$ cat config.mk
export PLATFORM = sky130hd
export DESIGN_NAME = codec_reg_bridge
export DESIGN_NICKNAME = d
export VERILOG_FILES = /design/src/rtl/cdcbr_pkg.sv /design/src/rtl/cdcbr_cmd_seq.sv /design/src/rtl/cdcbr_rd_path.sv /design/src/rtl/cdcbr_bank.sv /design/src/rtl/codec_reg_bridge.sv
export SDC_FILE = /design/constraint.sdc
export NUM_CORES = 1
export LEC_CHECK = 0
export BUFFER_PORTS_ARGS = -buffer_cell sky130_fd_sc_hd__buf_2
export CAP_MARGIN = 25
export CORE_UTILIZATION = 55
export CTS_CLUSTER_DIAMETER = 200
export DETAILED_ROUTE_END_ITERATION = 16
export HOLD_SLACK_MARGIN = 0.03
export PLACE_DENSITY = 0.76
export SETUP_SLACK_MARGIN = 0.4
export SKIP_LAST_GASP = 1
export SLEW_MARGIN = 10
export SYNTH_ARGS = -nofsm -noshare
export SYNTH_HDL_FRONTEND = slang
export SYNTH_SLANG_ARGS = --single-unit
$ cat constraint.sdc
create_clock -name clk -period 1.7 [get_ports clk]
set_input_delay 0.085 -clock clk [delete_from_list [all_inputs] [get_ports clk]]
set_output_delay 0.085 -clock clk [all_outputs]
set_load 0.01 [all_outputs]
$ cat src/rtl/cdcbr_pkg.sv
package cdcbr_pkg;
  localparam int REG_CNT   = 28;
  localparam int IDX_W     = 7;
  localparam int VAL_W     = 8;
  localparam int STAT_IDX  = 9;
  localparam int UP_BIT    = 3;
  localparam int DN_BIT    = 2;
  localparam int HID_A     = 20;
  localparam int HID_B     = 21;
  localparam int GO_BIT    = 16;
  localparam int IDX_LSB   = 8;
  localparam int IRQ_BIT   = 8;

  function automatic logic [VAL_W-1:0] init_val(input int i);
    case (i)
      0:                   return 8'h0c;
      1:                   return 8'haa;
      2:                   return 8'h78;
      5:                   return 8'hff;
      6:                   return 8'h03;
      7:                   return 8'h51;
      8:                   return 8'h3f;
      11, 12, 13, 14, 15, 16: return 8'h04;
      17, 18:              return 8'h0a;
      22:                  return 8'hc0;
      23:                  return 8'h34;
      24:                  return 8'h07;
      25:                  return 8'h44;
      26:                  return 8'h1f;
      default:             return 8'h00;
    endcase
  endfunction

  function automatic logic reachable(input int i);
    return (i < REG_CNT) && (i != HID_A) && (i != HID_B);
  endfunction
endpackage

$ cat src/rtl/cdcbr_cmd_seq.sv
module cdcbr_cmd_seq #(
  parameter int IDX_W  = 7,
  parameter int VAL_W  = 8,
  parameter int WR_LAT = 4
) (
  input  logic             clk,
  input  logic             rst_n,
  input  logic             cmd_wr,
  input  logic             go_in,
  input  logic [IDX_W-1:0] idx_in,
  input  logic [VAL_W-1:0] val_in,
  output logic             busy,
  output logic [IDX_W-1:0] idx_q,
  output logic [VAL_W-1:0] val_q,
  output logic             accepted,
  output logic             commit
);
  localparam int CW = $clog2(WR_LAT + 1);

  logic [CW-1:0] cnt;

  assign accepted = cmd_wr && !busy;
  assign commit   = busy && (cnt == CW'(1));

  always_ff @(posedge clk) begin
    if (!rst_n) begin
      busy  <= 1'b0;
      cnt   <= '0;
      idx_q <= '0;
      val_q <= '0;
    end else if (accepted) begin
      idx_q <= idx_in;
      val_q <= val_in;
      if (go_in) begin
        busy <= 1'b1;
        cnt  <= CW'(WR_LAT);
      end
    end else if (busy) begin
      if (cnt == CW'(1)) busy <= 1'b0;
      cnt <= cnt - CW'(1);
    end
  end
endmodule

$ cat src/rtl/cdcbr_rd_path.sv
module cdcbr_rd_path #(
  parameter int VAL_W  = 8,
  parameter int RD_LAT = 3
) (
  input  logic             clk,
  input  logic             rst_n,
  input  logic             reload,
  input  logic [VAL_W-1:0] sel_val,
  output logic [VAL_W-1:0] rd_q
);
  localparam int CW = $clog2(RD_LAT + 1);

  logic [CW-1:0] settle;

  always_ff @(posedge clk) begin
    if (!rst_n) begin
      settle <= '0;
      rd_q   <= '0;
    end else begin
      if (reload)                settle <= CW'(RD_LAT);
      else if (settle != '0)     settle <= settle - CW'(1);
      if (settle <= CW'(1))      rd_q   <= sel_val;
    end
  end
endmodule

$ cat src/rtl/cdcbr_bank.sv
module cdcbr_bank
  import cdcbr_pkg::*;
(
  input  logic             clk,
  input  logic             rst_n,
  input  logic             wr_en,
  input  logic [IDX_W-1:0] wr_idx,
  input  logic [VAL_W-1:0] wr_val,
  input  logic [IDX_W-1:0] rd_idx,
  input  logic             up_set,
  input  logic             dn_set,
  output logic [VAL_W-1:0] rd_val,
  output logic             up_flag,
  output logic             dn_flag
);
  localparam int SEL_W = $clog2(REG_CNT);
  localparam logic [VAL_W-1:0] FLAG_MASK = VAL_W'((1 << UP_BIT) | (1 << DN_BIT));

  logic [VAL_W-1:0] regs [REG_CNT];

  for (genvar i = 0; i < REG_CNT; i++) begin : g_slot
    logic hit;
    assign hit = wr_en && (wr_idx == IDX_W'(i));
    if (i == STAT_IDX) begin : g_stat
      logic [VAL_W-1:0] q;
      logic [VAL_W-1:0] sets;
      assign sets = VAL_W'({up_set, dn_set} << DN_BIT);
      always_ff @(posedge clk) begin
        if (!rst_n) q <= init_val(i);
        else if (hit)
          q <= (wr_val & ~FLAG_MASK) | (q & wr_val & FLAG_MASK) | sets;
        else
          q <= q | sets;
      end
      assign regs[i] = q;
    end else if (reachable(i)) begin : g_plain
      logic [VAL_W-1:0] q;
      always_ff @(posedge clk) begin
        if (!rst_n)   q <= init_val(i);
        else if (hit) q <= wr_val;
      end
      assign regs[i] = q;
    end else begin : g_hidden
      assign regs[i] = '0;
    end
  end

  assign rd_val  = (rd_idx < IDX_W'(REG_CNT)) ? regs[rd_idx[SEL_W-1:0]] : '0;
  assign up_flag = regs[STAT_IDX][UP_BIT];
  assign dn_flag = regs[STAT_IDX][DN_BIT];
endmodule

$ cat src/rtl/codec_reg_bridge.sv
module codec_reg_bridge
  import cdcbr_pkg::*;
#(
  parameter int HADDR_W = 3,
  parameter int WR_LAT  = 4,
  parameter int RD_LAT  = 3
) (
  input  logic               clk,
  input  logic               rst_n,
  input  logic               host_wr,
  input  logic [HADDR_W-1:0] host_addr,
  input  logic [31:0]        host_wdata,
  output logic [31:0]        host_rdata,
  input  logic               ramp_up_pulse,
  input  logic               ramp_down_pulse
);
  localparam logic [HADDR_W-1:0] CMD_OFS  = HADDR_W'(0);
  localparam logic [HADDR_W-1:0] DATA_OFS = HADDR_W'(4);

  logic             cmd_wr, busy, accepted, commit, irq, up_flag, dn_flag;
  logic [IDX_W-1:0] idx_q;
  logic [VAL_W-1:0] val_q, sel_val, rd_q;
  logic             unused_bits;

  assign cmd_wr      = host_wr && (host_addr == CMD_OFS);
  assign unused_bits = ^{host_wdata[31:GO_BIT+1], host_wdata[IDX_LSB+IDX_W]};

  cdcbr_cmd_seq #(.IDX_W(IDX_W), .VAL_W(VAL_W), .WR_LAT(WR_LAT)) u_seq (
    .clk      (clk),
    .rst_n    (rst_n),
    .cmd_wr   (cmd_wr),
    .go_in    (host_wdata[GO_BIT]),
    .idx_in   (host_wdata[IDX_LSB +: IDX_W]),
    .val_in   (host_wdata[VAL_W-1:0]),
    .busy     (busy),
    .idx_q    (idx_q),
    .val_q    (val_q),
    .accepted (accepted),
    .commit   (commit)
  );

  cdcbr_bank u_bank (
    .clk     (clk),
    .rst_n   (rst_n),
    .wr_en   (commit),
    .wr_idx  (idx_q),
    .wr_val  (val_q),
    .rd_idx  (idx_q),
    .up_set  (ramp_up_pulse),
    .dn_set  (ramp_down_pulse),
    .rd_val  (sel_val),
    .up_flag (up_flag),
    .dn_flag (dn_flag)
  );

  cdcbr_rd_path #(.VAL_W(VAL_W), .RD_LAT(RD_LAT)) u_rd (
    .clk     (clk),
    .rst_n   (rst_n),
    .reload  (accepted),
    .sel_val (sel_val),
    .rd_q    (rd_q)
  );

  assign irq = up_flag | dn_flag;

  always_comb begin
    host_rdata = '0;
    if (host_addr == CMD_OFS) begin
      host_rdata[GO_BIT]             = busy;
      host_rdata[IDX_LSB +: IDX_W]   = idx_q;
      host_rdata[VAL_W-1:0]          = val_q;
    end else if (host_addr == DATA_OFS) begin
      host_rdata[IRQ_BIT]            = irq;
      host_rdata[VAL_W-1:0]          = rd_q;
    end
  end
endmodule

==> run summary <==
Status: finished, violations left
Violated checks: setup timing
Vias: 9572
Final worst path period share: 109.1%
Num CTS Buffers: 25
Leakage: 0.006173 uW
DR iter-0 viols: 850
Asr flop ratio synth: 0%
Max-cap violations: 0
Die height: 141.3 microns
PwrDens: 847.1 nW/um^2
Netlist cell types: 51
Chip width: 141.3 microns
Yosys top cell area share: 44.47%
Layout cell share with drive strength beyond 1: 36.56%
Final Hold Viols: 0
CP Class: flop to flop
Min-delay src: rst_n
First-pass GRT wire length: 48.95 mm
Starting Density: 56.66%
CTS tree: yes
Port-buffer cells: 39
FF+latch area: 4790 sq um
Max-slew violation count: 0
Remaining DRCs: 0
Worst hold slack: 0.06508 ns
Ports: 72
Setup slack, reg-to-reg: -0.16 ns
Power Total: 12180 uW
Slew @ Worst Pin: 0.5606 ns
Final setup vio count: 105
Nature of the critical path endpoint: flop
Initial antenna violation count: 0
Crit-path max FO: 8
EDFF count, synth: 0
Final Util: 76.38%
Post-DP HPWL: 19.80 mm
Filler cells: 1087
Die area: 19960 sq um
Worst setup startpoint: u_seq.idx_q[0]$_SDFFE_PN0P_
Post-DR wirelength/cell: 23.42 microns
Worst EP required: 2.10 ns
Crit path time final: 1.855 ns
Final estimated routing congestion in global placement: 0.9044
Htree depth: 1
Cell taking the most area after synthesis: dfxtp_1
Max rail drop VDD: 0.001014 V
All-Layer GR Usage: 31.90%
P&R area growth vs syn: 34.81%
Routed vias/inst: 6.260
DR pass1 iterations: 6
Top FF cell, synth: dfxtp_1
Yosys reg bits: 237
Routed Wire Length: 35.81 mm
HP Class: input port to flop
Max Fclk: 539.0 MHz
Diodes inserted: 0
Clk_lat worst skew: 0.54 ns
Register area share after synthesis: 44.47%
Clock Tree Buf Depth: 3
Largest net degree at the start of global routing: 124
Max-slew headroom: 62.63%
Clock slew at reported path FFs: 0.07 ns
Final net count: 1296
Top cells by area, synth: dfxtp_1 (44%), mux2i_1 (15%), nand2_1 (7.0%), mux4_2 (6.5%), nand3_1 (2.8%)
Row cnt: 50
Syn avg cell area: 9.699 sq um
Mapped Cells: 1100
Post-Syn Area: 10670 sq um
Post-DRT Antenna Nets: 0
Total congestion overflow: 0
Core Area: 18830 sq um
Worst EP arrival: 2.25 ns
CTS root buf: clkbuf_16
Multi-input gate area: 6146 sq um
Sink Count: 237
Post-Place Worst Slack: -0.02469 ns
Worst r2r src: u_seq.idx_q[0]$_SDFFE_PN0P_
RSZ-0062 raised after global routing: yes
TNS Setup: -4.545 ns
Vias in the first global route: 8899
Critical path launch point type: flop
Synth Warn #: 0
Setup Skew: 0.01677 ns
Final Worst Setup Slack: -0.1554 ns
## flip-flops by register name, indices dropped and copies added (netlist names)
| name | count |
|---|---|
| u_seq.val_q | 8 |
| u_bank.g_slot.g_stat.q | 8 |
| u_rd.settle | 2 |
| u_seq.busy | 1 |
| u_seq.cnt | 3 |
| u_rd.rd_q | 8 |
| u_seq.idx_q | 7 |
| u_bank.g_slot.g_plain.q | 200 |
## worst max-delay path, cell delays in order, from the launching register on
cell,delay (ns)
dfxtp_4,0.37
buf_8,0.14
buf_6,0.13
buf_6,0.12
nor2_4,0.18
buf_4,0.16
nand4_1,0.13
buf_4,0.21
mux2i_1,0.19
nand2_1,0.07
## Yosys cell counts (all sizes together) (4+ instances only)
| master | instances |
|---|---|
| dfxtp | 237 |
| nand2 | 198 |
| mux2i | 162 |
| clkbuf | 72 |
| nand3 | 59 |
| o21ai | 57 |
| buf | 47 |
| nor2 | 43 |
| mux4 | 31 |
| a31o | 24 |
| mux2 | 23 |
| nand4 | 22 |
| a22oi | 21 |
| a21boi | 19 |
| and2 | 10 |
| nor2b | 10 |
| a2111oi | 8 |
| a32oi | 8 |
| inv | 5 |
| a211oi | 4 |
| and4bb | 4 |
| ha | 4 |
## per-layer routing
metal | vias up | wire [microns] | GRT usage, %
li1 | 4181 | - | -
met1 | 4701 | 13650 | 39.69
met2 | 538 | 17150 | 53.78
met3 | 152 | 3000 | 5.974
met4 | 0 | 2006 | 14.47
met5 | - | 0 | 0
## final cells by class
class	instances	share of cell area (%)
repair buffers	229	15.96
multi-input cells	754	42.73
clock inverters	9	0.5133
inverters	5	0.1305
clock buffers	35	5.098
flip-flops and latches	237	33.30
well taps	260	2.262
## per-stage QoR
step / cell area, sq um / std cells
floorplan: 11200 / 1115
global placement: 12140 / 1396
detailed placement: 12140 / 1396
CTS: 13520 / 1482
global route: 14380 / 1529
finish: 14380 / 1529
## cells by family after synthesis
| kind of cell | Yosys count | synth area share [%] |
|---|---|---|
| and+or+nand+nor | 366 | 15.77 |
| DFF | 237 | 44.47 |
| muxes | 216 | 24.17 |
| AOI/OAI and AO/OA | 150 | 9.652 |
| buffers and inverters | 124 | 5.266 |
| adders and majority gates | 4 | 0.4691 |
| xor gates and xnor gates | 2 | 0.1642 |
| other | 1 | 0.03515 |
## layout by cell type (no fill, tap or decap), drive strengths merged, types with 2 or more instances in the layout
master,netlist,routed
o21a,3,3
nand3,59,59
nor2,43,43
or2,2,2
nor4,2,2
mux2i,162,162
buf,47,206
nor3b,2,2
nand3b,2,2
clkinv,0,7
or3b,2,2
conb,1,16
mux4,31,31
a22oi,21,21
inv,5,6
a211oi,4,4
and3b,3,3
dfxtp,237,237
and2,10,10
mux2,23,23
nand4,22,22
xor2,2,2
dlygate4sd3,0,18
a31o,24,24
a21boi,19,19
a31oi,3,3
nor2b,10,10
clkbuf,72,39
o21ai,57,57
a2111oi,8,8
a32oi,8,8
ha,4,4
and4bb,4,4
nand2,198,198
## repair_timing
item | 4_1_cts | 5_1_grt
hold endpoints to repair | 21 | 0
resized for setup | 56 | 126
endpoints found under the setup margin | 234 | 249
setup buffers | 21 | 42
pin swaps | 16 | 25
hold buffers | 18 | 0
gates cloned | 3 | 5
## worst paths after layout
path / cells past startpoint / to
worst max-delay path: 9 / u_bank.g_slot[16].g_plain.q[2]$_SDFFE_PN1P_
worst min-delay path: 3 / u_bank.g_slot[25].g_plain.q[2]$_SDFFE_PN1P_
worst max register to register: 9 / u_bank.g_slot[16].g_plain.q[2]$_SDFFE_PN1P_
worst min register to register: 2 / u_bank.g_slot[22].g_plain.q[2]$_SDFFE_PN0P_
## report_power, final
group / switching, uW / internal, uW
logic: 609 / 460
registers: 62.5 / 5610
clock network: 2290 / 3150
No activity file was read; power rests on OpenSTA's default activity.
